--- src/rtl/mdio_pkg.sv ---
package mdio_pkg;
   localparam int ADDR_W  = 10;
   localparam int FIELD_W = 5;
   localparam int DATA_W  = 16;
   localparam int OP_W    = 2;
   // start(2) + op(2) + phy(5) + reg(5) + turnaround(2)
   localparam int HDR_W   = 2 + OP_W + 2 * FIELD_W + 2;

   localparam logic [OP_W-1:0] OP_READ   = 2'b10;
   localparam logic [1:0]      START_PAT = 2'b01;
   localparam logic [1:0]      TA_DRIVE  = 2'b10;

   function automatic logic is_read(input logic [OP_W-1:0] op);
      return op == OP_READ;
   endfunction
endpackage

--- src/rtl/mdio_mdc_gen.sv ---
module mdio_mdc_gen #(
   parameter int HALF_PERIOD = 40
) (
   input  logic clk,
   input  logic rst_n,
   output logic mdc,
   output logic rise_stb,
   output logic fall_stb
);
   localparam int CW = (HALF_PERIOD > 1) ? $clog2(HALF_PERIOD) : 1;

   logic [CW-1:0] cnt;
   logic          mdc_q;
   logic          wrap;

   assign wrap = (cnt == CW'(HALF_PERIOD - 1));

   always_ff @(posedge clk or negedge rst_n) begin
      if (!rst_n) begin
         cnt   <= '0;
         mdc_q <= 1'b0;
      end else if (wrap) begin
         cnt   <= '0;
         mdc_q <= ~mdc_q;
      end else begin
         cnt   <= cnt + CW'(1);
      end
   end

   assign mdc      = mdc_q;
   assign rise_stb = wrap & ~mdc_q;
   assign fall_stb = wrap & mdc_q;
endmodule

--- src/rtl/mdio_frame_seq.sv ---
module mdio_frame_seq
   import mdio_pkg::*;
#(
   parameter int PRE_BITS = 32
) (
   input  logic              clk,
   input  logic              rst_n,
   input  logic              start,
   input  logic              fall_stb,
   input  logic [OP_W-1:0]   op,
   input  logic [ADDR_W-1:0] addr,
   input  logic [DATA_W-1:0] wdata,
   output logic              busy,
   output logic              mdio_o,
   output logic              mdio_oe,
   output logic              sample_en,
   output logic              frame_end,
   output logic              rd_frame
);
   localparam int FRAME_BITS = PRE_BITS + HDR_W + DATA_W;
   localparam int IW         = $clog2(FRAME_BITS);
   localparam int TA_IDX     = PRE_BITS + HDR_W - 2;
   localparam int DATA_IDX   = PRE_BITS + HDR_W;

   logic [FRAME_BITS-1:0] tx_sr;
   logic [IW-1:0]         idx;
   logic                  launched;
   logic                  rd_q;
   logic [IW:0]           next_idx;
   logic                  last_bit;

   assign next_idx  = {1'b0, idx} + (IW+1)'(1);
   assign last_bit  = (idx == IW'(FRAME_BITS - 1));
   assign frame_end = busy & launched & fall_stb & last_bit;
   assign sample_en = launched & rd_q & ({1'b0, idx} >= (IW+1)'(DATA_IDX));
   assign rd_frame  = rd_q;

   always_ff @(posedge clk or negedge rst_n) begin
      if (!rst_n) begin
         tx_sr    <= '0;
         idx      <= '0;
         launched <= 1'b0;
         busy     <= 1'b0;
         rd_q     <= 1'b0;
         mdio_o   <= 1'b1;
         mdio_oe  <= 1'b0;
      end else if (start && !busy) begin
         tx_sr    <= {{PRE_BITS{1'b1}}, START_PAT, op,
                      addr[ADDR_W-1 -: FIELD_W], addr[FIELD_W-1:0],
                      TA_DRIVE, wdata};
         rd_q     <= is_read(op);
         busy     <= 1'b1;
         launched <= 1'b0;
      end else if (busy && fall_stb) begin
         if (!launched) begin
            launched <= 1'b1;
            idx      <= '0;
            mdio_o   <= tx_sr[FRAME_BITS-1];
            mdio_oe  <= 1'b1;
            tx_sr    <= tx_sr << 1;
         end else if (last_bit) begin
            launched <= 1'b0;
            busy     <= 1'b0;
            mdio_o   <= 1'b1;
            mdio_oe  <= 1'b0;
         end else begin
            idx      <= next_idx[IW-1:0];
            mdio_o   <= tx_sr[FRAME_BITS-1];
            mdio_oe  <= ~(rd_q && (next_idx >= (IW+1)'(TA_IDX)));
            tx_sr    <= tx_sr << 1;
         end
      end
   end
endmodule

--- src/rtl/mdio_rx_capture.sv ---
module mdio_rx_capture
   import mdio_pkg::*;
(
   input  logic              clk,
   input  logic              rst_n,
   input  logic              rise_stb,
   input  logic              sample_en,
   input  logic              commit,
   input  logic              mdio_i,
   output logic [DATA_W-1:0] rdata
);
   logic [DATA_W-1:0] rx_sr;

   always_ff @(posedge clk or negedge rst_n) begin
      if (!rst_n) begin
         rx_sr <= '0;
         rdata <= '0;
      end else begin
         if (rise_stb && sample_en)
            rx_sr <= {rx_sr[DATA_W-2:0], mdio_i};
         if (commit)
            rdata <= rx_sr;
      end
   end
endmodule

--- src/rtl/mdio_master.sv ---
module mdio_master
   import mdio_pkg::*;
#(
   parameter int HALF_PERIOD = 40,
   parameter int PRE_BITS    = 32
) (
   input  logic                  clk,
   input  logic                  rst_n,
   input  logic                  host_req,
   input  logic [OP_W-1:0]       host_op,
   input  logic [ADDR_W-1:0]     host_addr,
   input  logic [DATA_W-1:0]     host_wdata,
   output logic                  host_ready,
   output logic [DATA_W-1:0]     host_rdata,
   output logic                  mdc,
   output logic                  mdio_o,
   output logic                  mdio_oe,
   input  logic                  mdio_i
);
   generate
      if (HALF_PERIOD < 2) begin : g_bad_half
         $error("HALF_PERIOD must be at least 2");
      end
      if (PRE_BITS < 1) begin : g_bad_pre
         $error("PRE_BITS must be at least 1");
      end
   endgenerate

   logic rise_stb, fall_stb;
   logic busy, sample_en, frame_end, rd_frame;

   mdio_mdc_gen #(.HALF_PERIOD(HALF_PERIOD)) u_mdc (
      .clk      (clk),
      .rst_n    (rst_n),
      .mdc      (mdc),
      .rise_stb (rise_stb),
      .fall_stb (fall_stb)
   );

   mdio_frame_seq #(.PRE_BITS(PRE_BITS)) u_seq (
      .clk       (clk),
      .rst_n     (rst_n),
      .start     (host_req),
      .fall_stb  (fall_stb),
      .op        (host_op),
      .addr      (host_addr),
      .wdata     (host_wdata),
      .busy      (busy),
      .mdio_o    (mdio_o),
      .mdio_oe   (mdio_oe),
      .sample_en (sample_en),
      .frame_end (frame_end),
      .rd_frame  (rd_frame)
   );

   mdio_rx_capture u_rx (
      .clk       (clk),
      .rst_n     (rst_n),
      .rise_stb  (rise_stb),
      .sample_en (sample_en),
      .commit    (frame_end & rd_frame),
      .mdio_i    (mdio_i),
      .rdata     (host_rdata)
   );

   assign host_ready = ~busy;
endmodule

--- config.mk ---
export PLATFORM = sky130hd
export DESIGN_NAME = mdio_master
export DESIGN_NICKNAME = d
export VERILOG_FILES = /design/src/rtl/mdio_pkg.sv /design/src/rtl/mdio_mdc_gen.sv /design/src/rtl/mdio_frame_seq.sv /design/src/rtl/mdio_rx_capture.sv /design/src/rtl/mdio_master.sv
export SDC_FILE = /design/constraint.sdc
export NUM_CORES = 1
export LEC_CHECK = 0
export BUFFER_PORTS_ARGS = -buffer_cell sky130_fd_sc_hd__buf_4
export CORE_UTILIZATION = 26
export CTS_CLUSTER_DIAMETER = 150
export DETAILED_ROUTE_END_ITERATION = 16
export SYNTH_ARGS = -nofsm -noshare
export SYNTH_HDL_FRONTEND = slang
export SYNTH_SLANG_ARGS = --single-unit
export TNS_END_PERCENT = 20
--- constraint.sdc ---
create_clock -name clk -period 5.5 [get_ports clk]
set_input_delay 0.55 -clock clk [delete_from_list [all_inputs] [get_ports clk]]
set_output_delay 0.55 -clock clk [all_outputs]
set_load 0.02 [all_outputs]
# Word-level counts from Yosys, hierarchy flattened
# Cells that the tools add are included.
[word_totals]
register_bits = 114
in_bits = 32
out_inout_bits = 20
elab_cells = 63
[op_classes]
n_addsub = 2
magnitude_cmp = 2
n_eq_ne = 5
mux = 19
bitwise = 12
reduce_logical = 12
[op_table]
columns = ["op", "count"]
rows = [
  ["two-way mux 64 bit", 4],
  ["two-way mux 6 bit", 3],
  ["equality test 6 bit (second input constant)", 2],
  ["two-way mux 1 bit", 12],
  ["bitwise AND 1 bit", 8],
  ["adder 6 x 1 -> 7 bit (second input constant)", 1],
  [">= comparator 7 x 6 -> 1 bit (second input constant)", 1],
  ["adder 6 x 1 -> 6 bit (second input constant)", 1],
  [">= comparator 6 bit (second input constant)", 1],
  ["AND reduction 3 bit", 2],
  ["nonzero test 2 bit", 3],
  ["logical AND 1 bit", 4],
  ["NOT 1 bit", 4],
  ["AND reduction 2 bit", 2],
  ["!= test 3 bit (second input constant)", 1],
  ["equality test 2 bit (second input constant)", 1],
  ["!= test 2 bit (second input constant)", 1],
  ["logical NOT 1 bit", 1],
]

# Longest topological paths before layout
[logic_depth]
ltp_word = 6
mapped_depth = 8

# By module
# From an unflattened synthesis, not the netlist that was laid out.
[hier_totals]
cells_unflattened = 480
area_unflattened_um2 = 4885.9
[by_module_without_submodules]
columns = ["module", "instances", "cells_each", "area_per_inst_um2", "seq_area_each_um2"]
rows = [
  ["mdio_frame_seq", 1, 385, 3318.2, 1878.1],
  ["mdio_rx_capture", 1, 68, 1256.2, 800.8],
  ["mdio_mdc_gen", 1, 25, 301.5, 175.2],
  ["mdio_master", 1, 2, 10.0, 0.0],
]

# Least setup slack after synthesis
# Ideal clock, no wire load.
[synth_timing]
path_type = "register to register"
start = "register u_mdc.cnt[0]"
end = "register u_rx.rx_sr[10]"
arrival_time_ns = 1.677
slack_ns = 3.698
path_stages_with_launch = 6
n_path_buf = 1
period_less_slack_ns = 1.802
path_cell_list = "dfrtp_1 ha_1 nand3b_1 nor4_4 buf_6 mux2_2"
[synth_via]
elab_chain_len = 3
[synth_lines]
columns = ["item", "line_no", "text"]
rows = [
  ["from (decl)", "mdio_mdc_gen.sv:12", "logic [CW-1:0] cnt;"],
  ["from (signal assigned)", "mdio_mdc_gen.sv:26", "cnt <= cnt + CW'(1);"],
  ["equality test 6 bit", "mdio_mdc_gen.sv:16", "assign wrap = (cnt == CW'(HALF_PERIOD - 1));"],
  ["bitwise AND 1 bit", "mdio_mdc_gen.sv:31", "assign rise_stb = wrap & ~mdc_q;"],
  ["logical AND 1 bit", "mdio_rx_capture.sv:19", "if (rise_stb && sample_en)"],
  ["to (signal assigned)", "mdio_rx_capture.sv:20", "rx_sr <= {rx_sr[DATA_W-2:0], mdio_i};"],
  ["to (decl)", "mdio_rx_capture.sv:12", "logic [DATA_W-1:0] rx_sr;"],
]
# No other way between the ends.
# A chain may end at the register's enable or synchronous reset.

# Final worst setup path
[layout_timing]
start = "register u_seq.idx[0]"
end = "register u_seq.tx_sr[5]"
[layout_via]
elab_chain_len = 3
[layout_lines]
columns = ["item", "line_no", "text"]
rows = [
  ["from (decl)", "mdio_frame_seq.sv:26", "logic [IW-1:0] idx;"],
  ["from (signal assigned)", "mdio_frame_seq.sv:67", "idx <= next_idx[IW-1:0];"],
  ["equality test 6 bit", "mdio_frame_seq.sv:33", "assign last_bit = (idx == IW'(FRAME_BITS - 1));"],
  ["!= test 3 bit (no source line)", "--", ""],
  ["AND reduction 2 bit (no source line)", "--", ""],
  ["to (signal assigned)", "mdio_frame_seq.sv:48", "tx_sr <= {{PRE_BITS{1'b1}}, START_PAT, op,"],
  ["to (signal assigned)", "mdio_frame_seq.sv:60", "tx_sr <= tx_sr << 1;"],
  ["to (signal assigned)", "mdio_frame_seq.sv:70", "tx_sr <= tx_sr << 1;"],
  ["to (decl)", "mdio_frame_seq.sv:25", "logic [FRAME_BITS-1:0] tx_sr;"],
]
# No other way between the ends.

==> out/results.tsv <==
metric	value	unit
Fin Setup TNS	0	ns
worst setup margin	2.971	ns
post-synthesis area per instance	11.08	sq um
pwr dens	329.5	nW/um^2
vias per cell	4.546	
Yosys top cell area share	57.61	%
Worst path top cell family by delay	buffers and inverters	
RSZ-0062 raised after global routing	no	
vias after detailed routing	3328	
Skew-Pair Late Insertion Delay	0.41	ns
most common cell in the netlist	dfrtp_1	
Post-synth EDFFs	0	
measured slew at the worst slew-check pin	1.014	ns
layout overhead on the synthesized area	23.32	%
R2R depth	6	
DP HPWL	5397	um
crit share post-route	45.98	%
post-CTS setup buffers	0	
Worst Path Arrival	2.78	ns
routed length per instance	12.26	um
Synth area leaders	dfrtp_1 (58%), nand2_1 (6.4%), mux2i_1 (5.3%)	
DR iter-0 viols	149	
Slowest-stage cell, CP	buf_4	
pre-CTS setup slack	2.992	ns
Fin. Hold Viols	0	
Reg2Reg Setup Slack	2.97	ns
Routed Antenna Nets	0	
FF-to-FF End	u_seq.tx_sr[5]	
final setup fails	0	
gr usage total	10.09	%
fmax	0.3954	GHz
Setup Skew	0.008779	ns
r2r startpoint	u_seq.idx[0]	
largest net degree at the start of global routing	97	
# H-tree levels	4	
Lkg Pwr	2.626	nW
max incr delay on CP	0.60	ns
post-cts sizing count	0	
Final GP Congestion	0.7422	
core area	18210	sq um
ant diodes	0	
top post-synthesis cells by count	dfrtp_1 (113), nand2_1 (84), nand3_1 (45)	
total wire length	8976	um
post-synthesis cell type count	46	
status	complete, no violations	
Hold Crit Class	in2async	
Tmin final	2.529	ns
Initial Util	26.96	%
syn_nets	478	
worst-path fanout max	52	
Final #Nets	526	
initial antenna violation count	0	
total die area	19430	sq um
Hold Buf Count CTS	0	
fraction of layout cells with a size suffix above 1	25.25	%
Max Slew Vio Count	0	
critical path startpoint category	flip-flop	
Top Ports	52	
Setup crit end kind	flip-flop	
area leader, netlist	dfrtp_1	
Main synth FF type	dfrtp_1	
Die Width	139.4	um
flops & latches, synth	114	
CTS root buffer	clkbuf_16	
Slew HR	32.19	%
Remaining DRCs	0	
maximum VDD drop	248.4	uV
vias in the first global route	3246	
WS Path Type	reg2reg	
critical-path cell list	ha_1, nand3_2, o211a_2, buf_4, mux2i_1, a21oi_1	
grt ovf	0	
Site Rows	49	
post-synthesis sequential area ratio	58.14	%
Async SR Flop Fraction	100.0	%
IO Port Bufs	51	
first-pass GRT wire length	15600	um
Synth Warn #	0	
die height	139.4	um
clk sinks	114	
clk slew on worst S/H paths	0.05	ns
number of buffers inserted during clock tree synthesis	17	
TritonCTS clock tree	done	
Gate Count Post-Synth	443	
Max clock buf depth	2	
1st-pass router iterations	4	
max cap viols	0	
Synth Cell Area	4908	sq um
WP buf/inv	1	
Worst EP required	5.75	ns
## how the worst max path moves through the flow
stage | end | cells past startpoint | startpoint
floorplan | u_rx.rx_sr[10] | 5 | u_mdc.cnt[0]
global placement | u_seq.tx_sr[18] | 6 | u_seq.idx[0]
detailed placement | u_seq.tx_sr[11] | 6 | u_seq.idx[0]
CTS | u_seq.tx_sr[11] | 6 | u_seq.idx[0]
global route | u_seq.tx_sr[21] | 6 | u_seq.idx[0]
finish | u_seq.tx_sr[5] | 6 | u_seq.idx[0]
## per-stage QoR
step           instances  cell area, sq um  util [%]  power [mW]  hold slack, ns
2_1_floorplan        443              4908         -      0.8548          0.2544
3_3_place_gp         701              5449     29.93      0.8885          0.4360
3_5_place_dp         701              5449     29.93      0.8893          0.4513
4_1_cts              732              6053     33.24       2.021          0.1164
5_1_grt              732              6053     33.24       2.065          0.1421
6_report             732              6053     33.24       1.995          0.1068
## area by class of cell
class,count,area (sq um)
clock buffers,22,474.2
clock inverters,9,130.1
fillers,1791,12160
inverters,3,11.26
multi-input cells,300,1884
flip-flops and latches,114,2854
well taps,229,286.5
repair buffers,55,412.9
## report_power, final
part / total [mW] / internal, mW / switching [mW]
Sequential: 0.840 / 0.840 / 0
Combinational: 0.0336 / 0.0144 / 0.0192
Clock: 1.12 / 0.743 / 0.378
## registers in the layout (all words and copies together), names as in the netlist
name / cells
u_mdc.cnt: 6
u_mdc.mdc: 1
u_rx.rdata: 16
u_rx.rx_sr: 16
u_seq.busy: 1
u_seq.idx: 6
u_seq.launched: 1
u_seq.mdio_o: 1
u_seq.mdio_oe: 1
u_seq.rd_frame: 1
u_seq.tx_sr: 64
## cells in the final DEF (no fill, tap or decap), types with 2 or more instances in the layout
cell	instances
o21ai_0	11
clkbuf_1	2
a31oi_1	2
dfrtp_1	113
clkbuf_8	3
and2_1	2
o211ai_1	2
nor2_1	30
nand4_1	2
mux2_2	22
nand3_2	2
ha_1	3
clkbuf_16	17
buf_4	55
clkinv_2	2
xnor2_1	2
nor3_1	2
inv_1	3
nand2_1	83
a21oi_1	27
clkinvlp_4	4
mux2_4	10
o31ai_1	2
bufinv_16	3
mux2i_1	26
nand3b_1	2
nand3_1	45
nand2_2	2
nand2b_1	3
nor2b_1	2
xor2_1	2
## per-layer routing
layer	global-route usage [%]	vias to the layer above	part of all wire, %
met5	0	-	0
met2	14.86	76	45
li1	-	1612	-
met1	13.12	1626	49
met3	3.338	14	4.3
met4	5.322	0	1.9
## cells by family after synthesis
logic type,Yosys count,synth area share [%]
xor gates and xnor gates,4,0.7139
and+or+nand+nor,185,17.72
AOI/OAI and AO/OA,50,5.735
DFF,114,58.14
muxes,58,13.41
adders and majority gates,3,0.7648
buffers and inverters,29,3.518
Note: power is estimated with default switching activity, not from simulation.
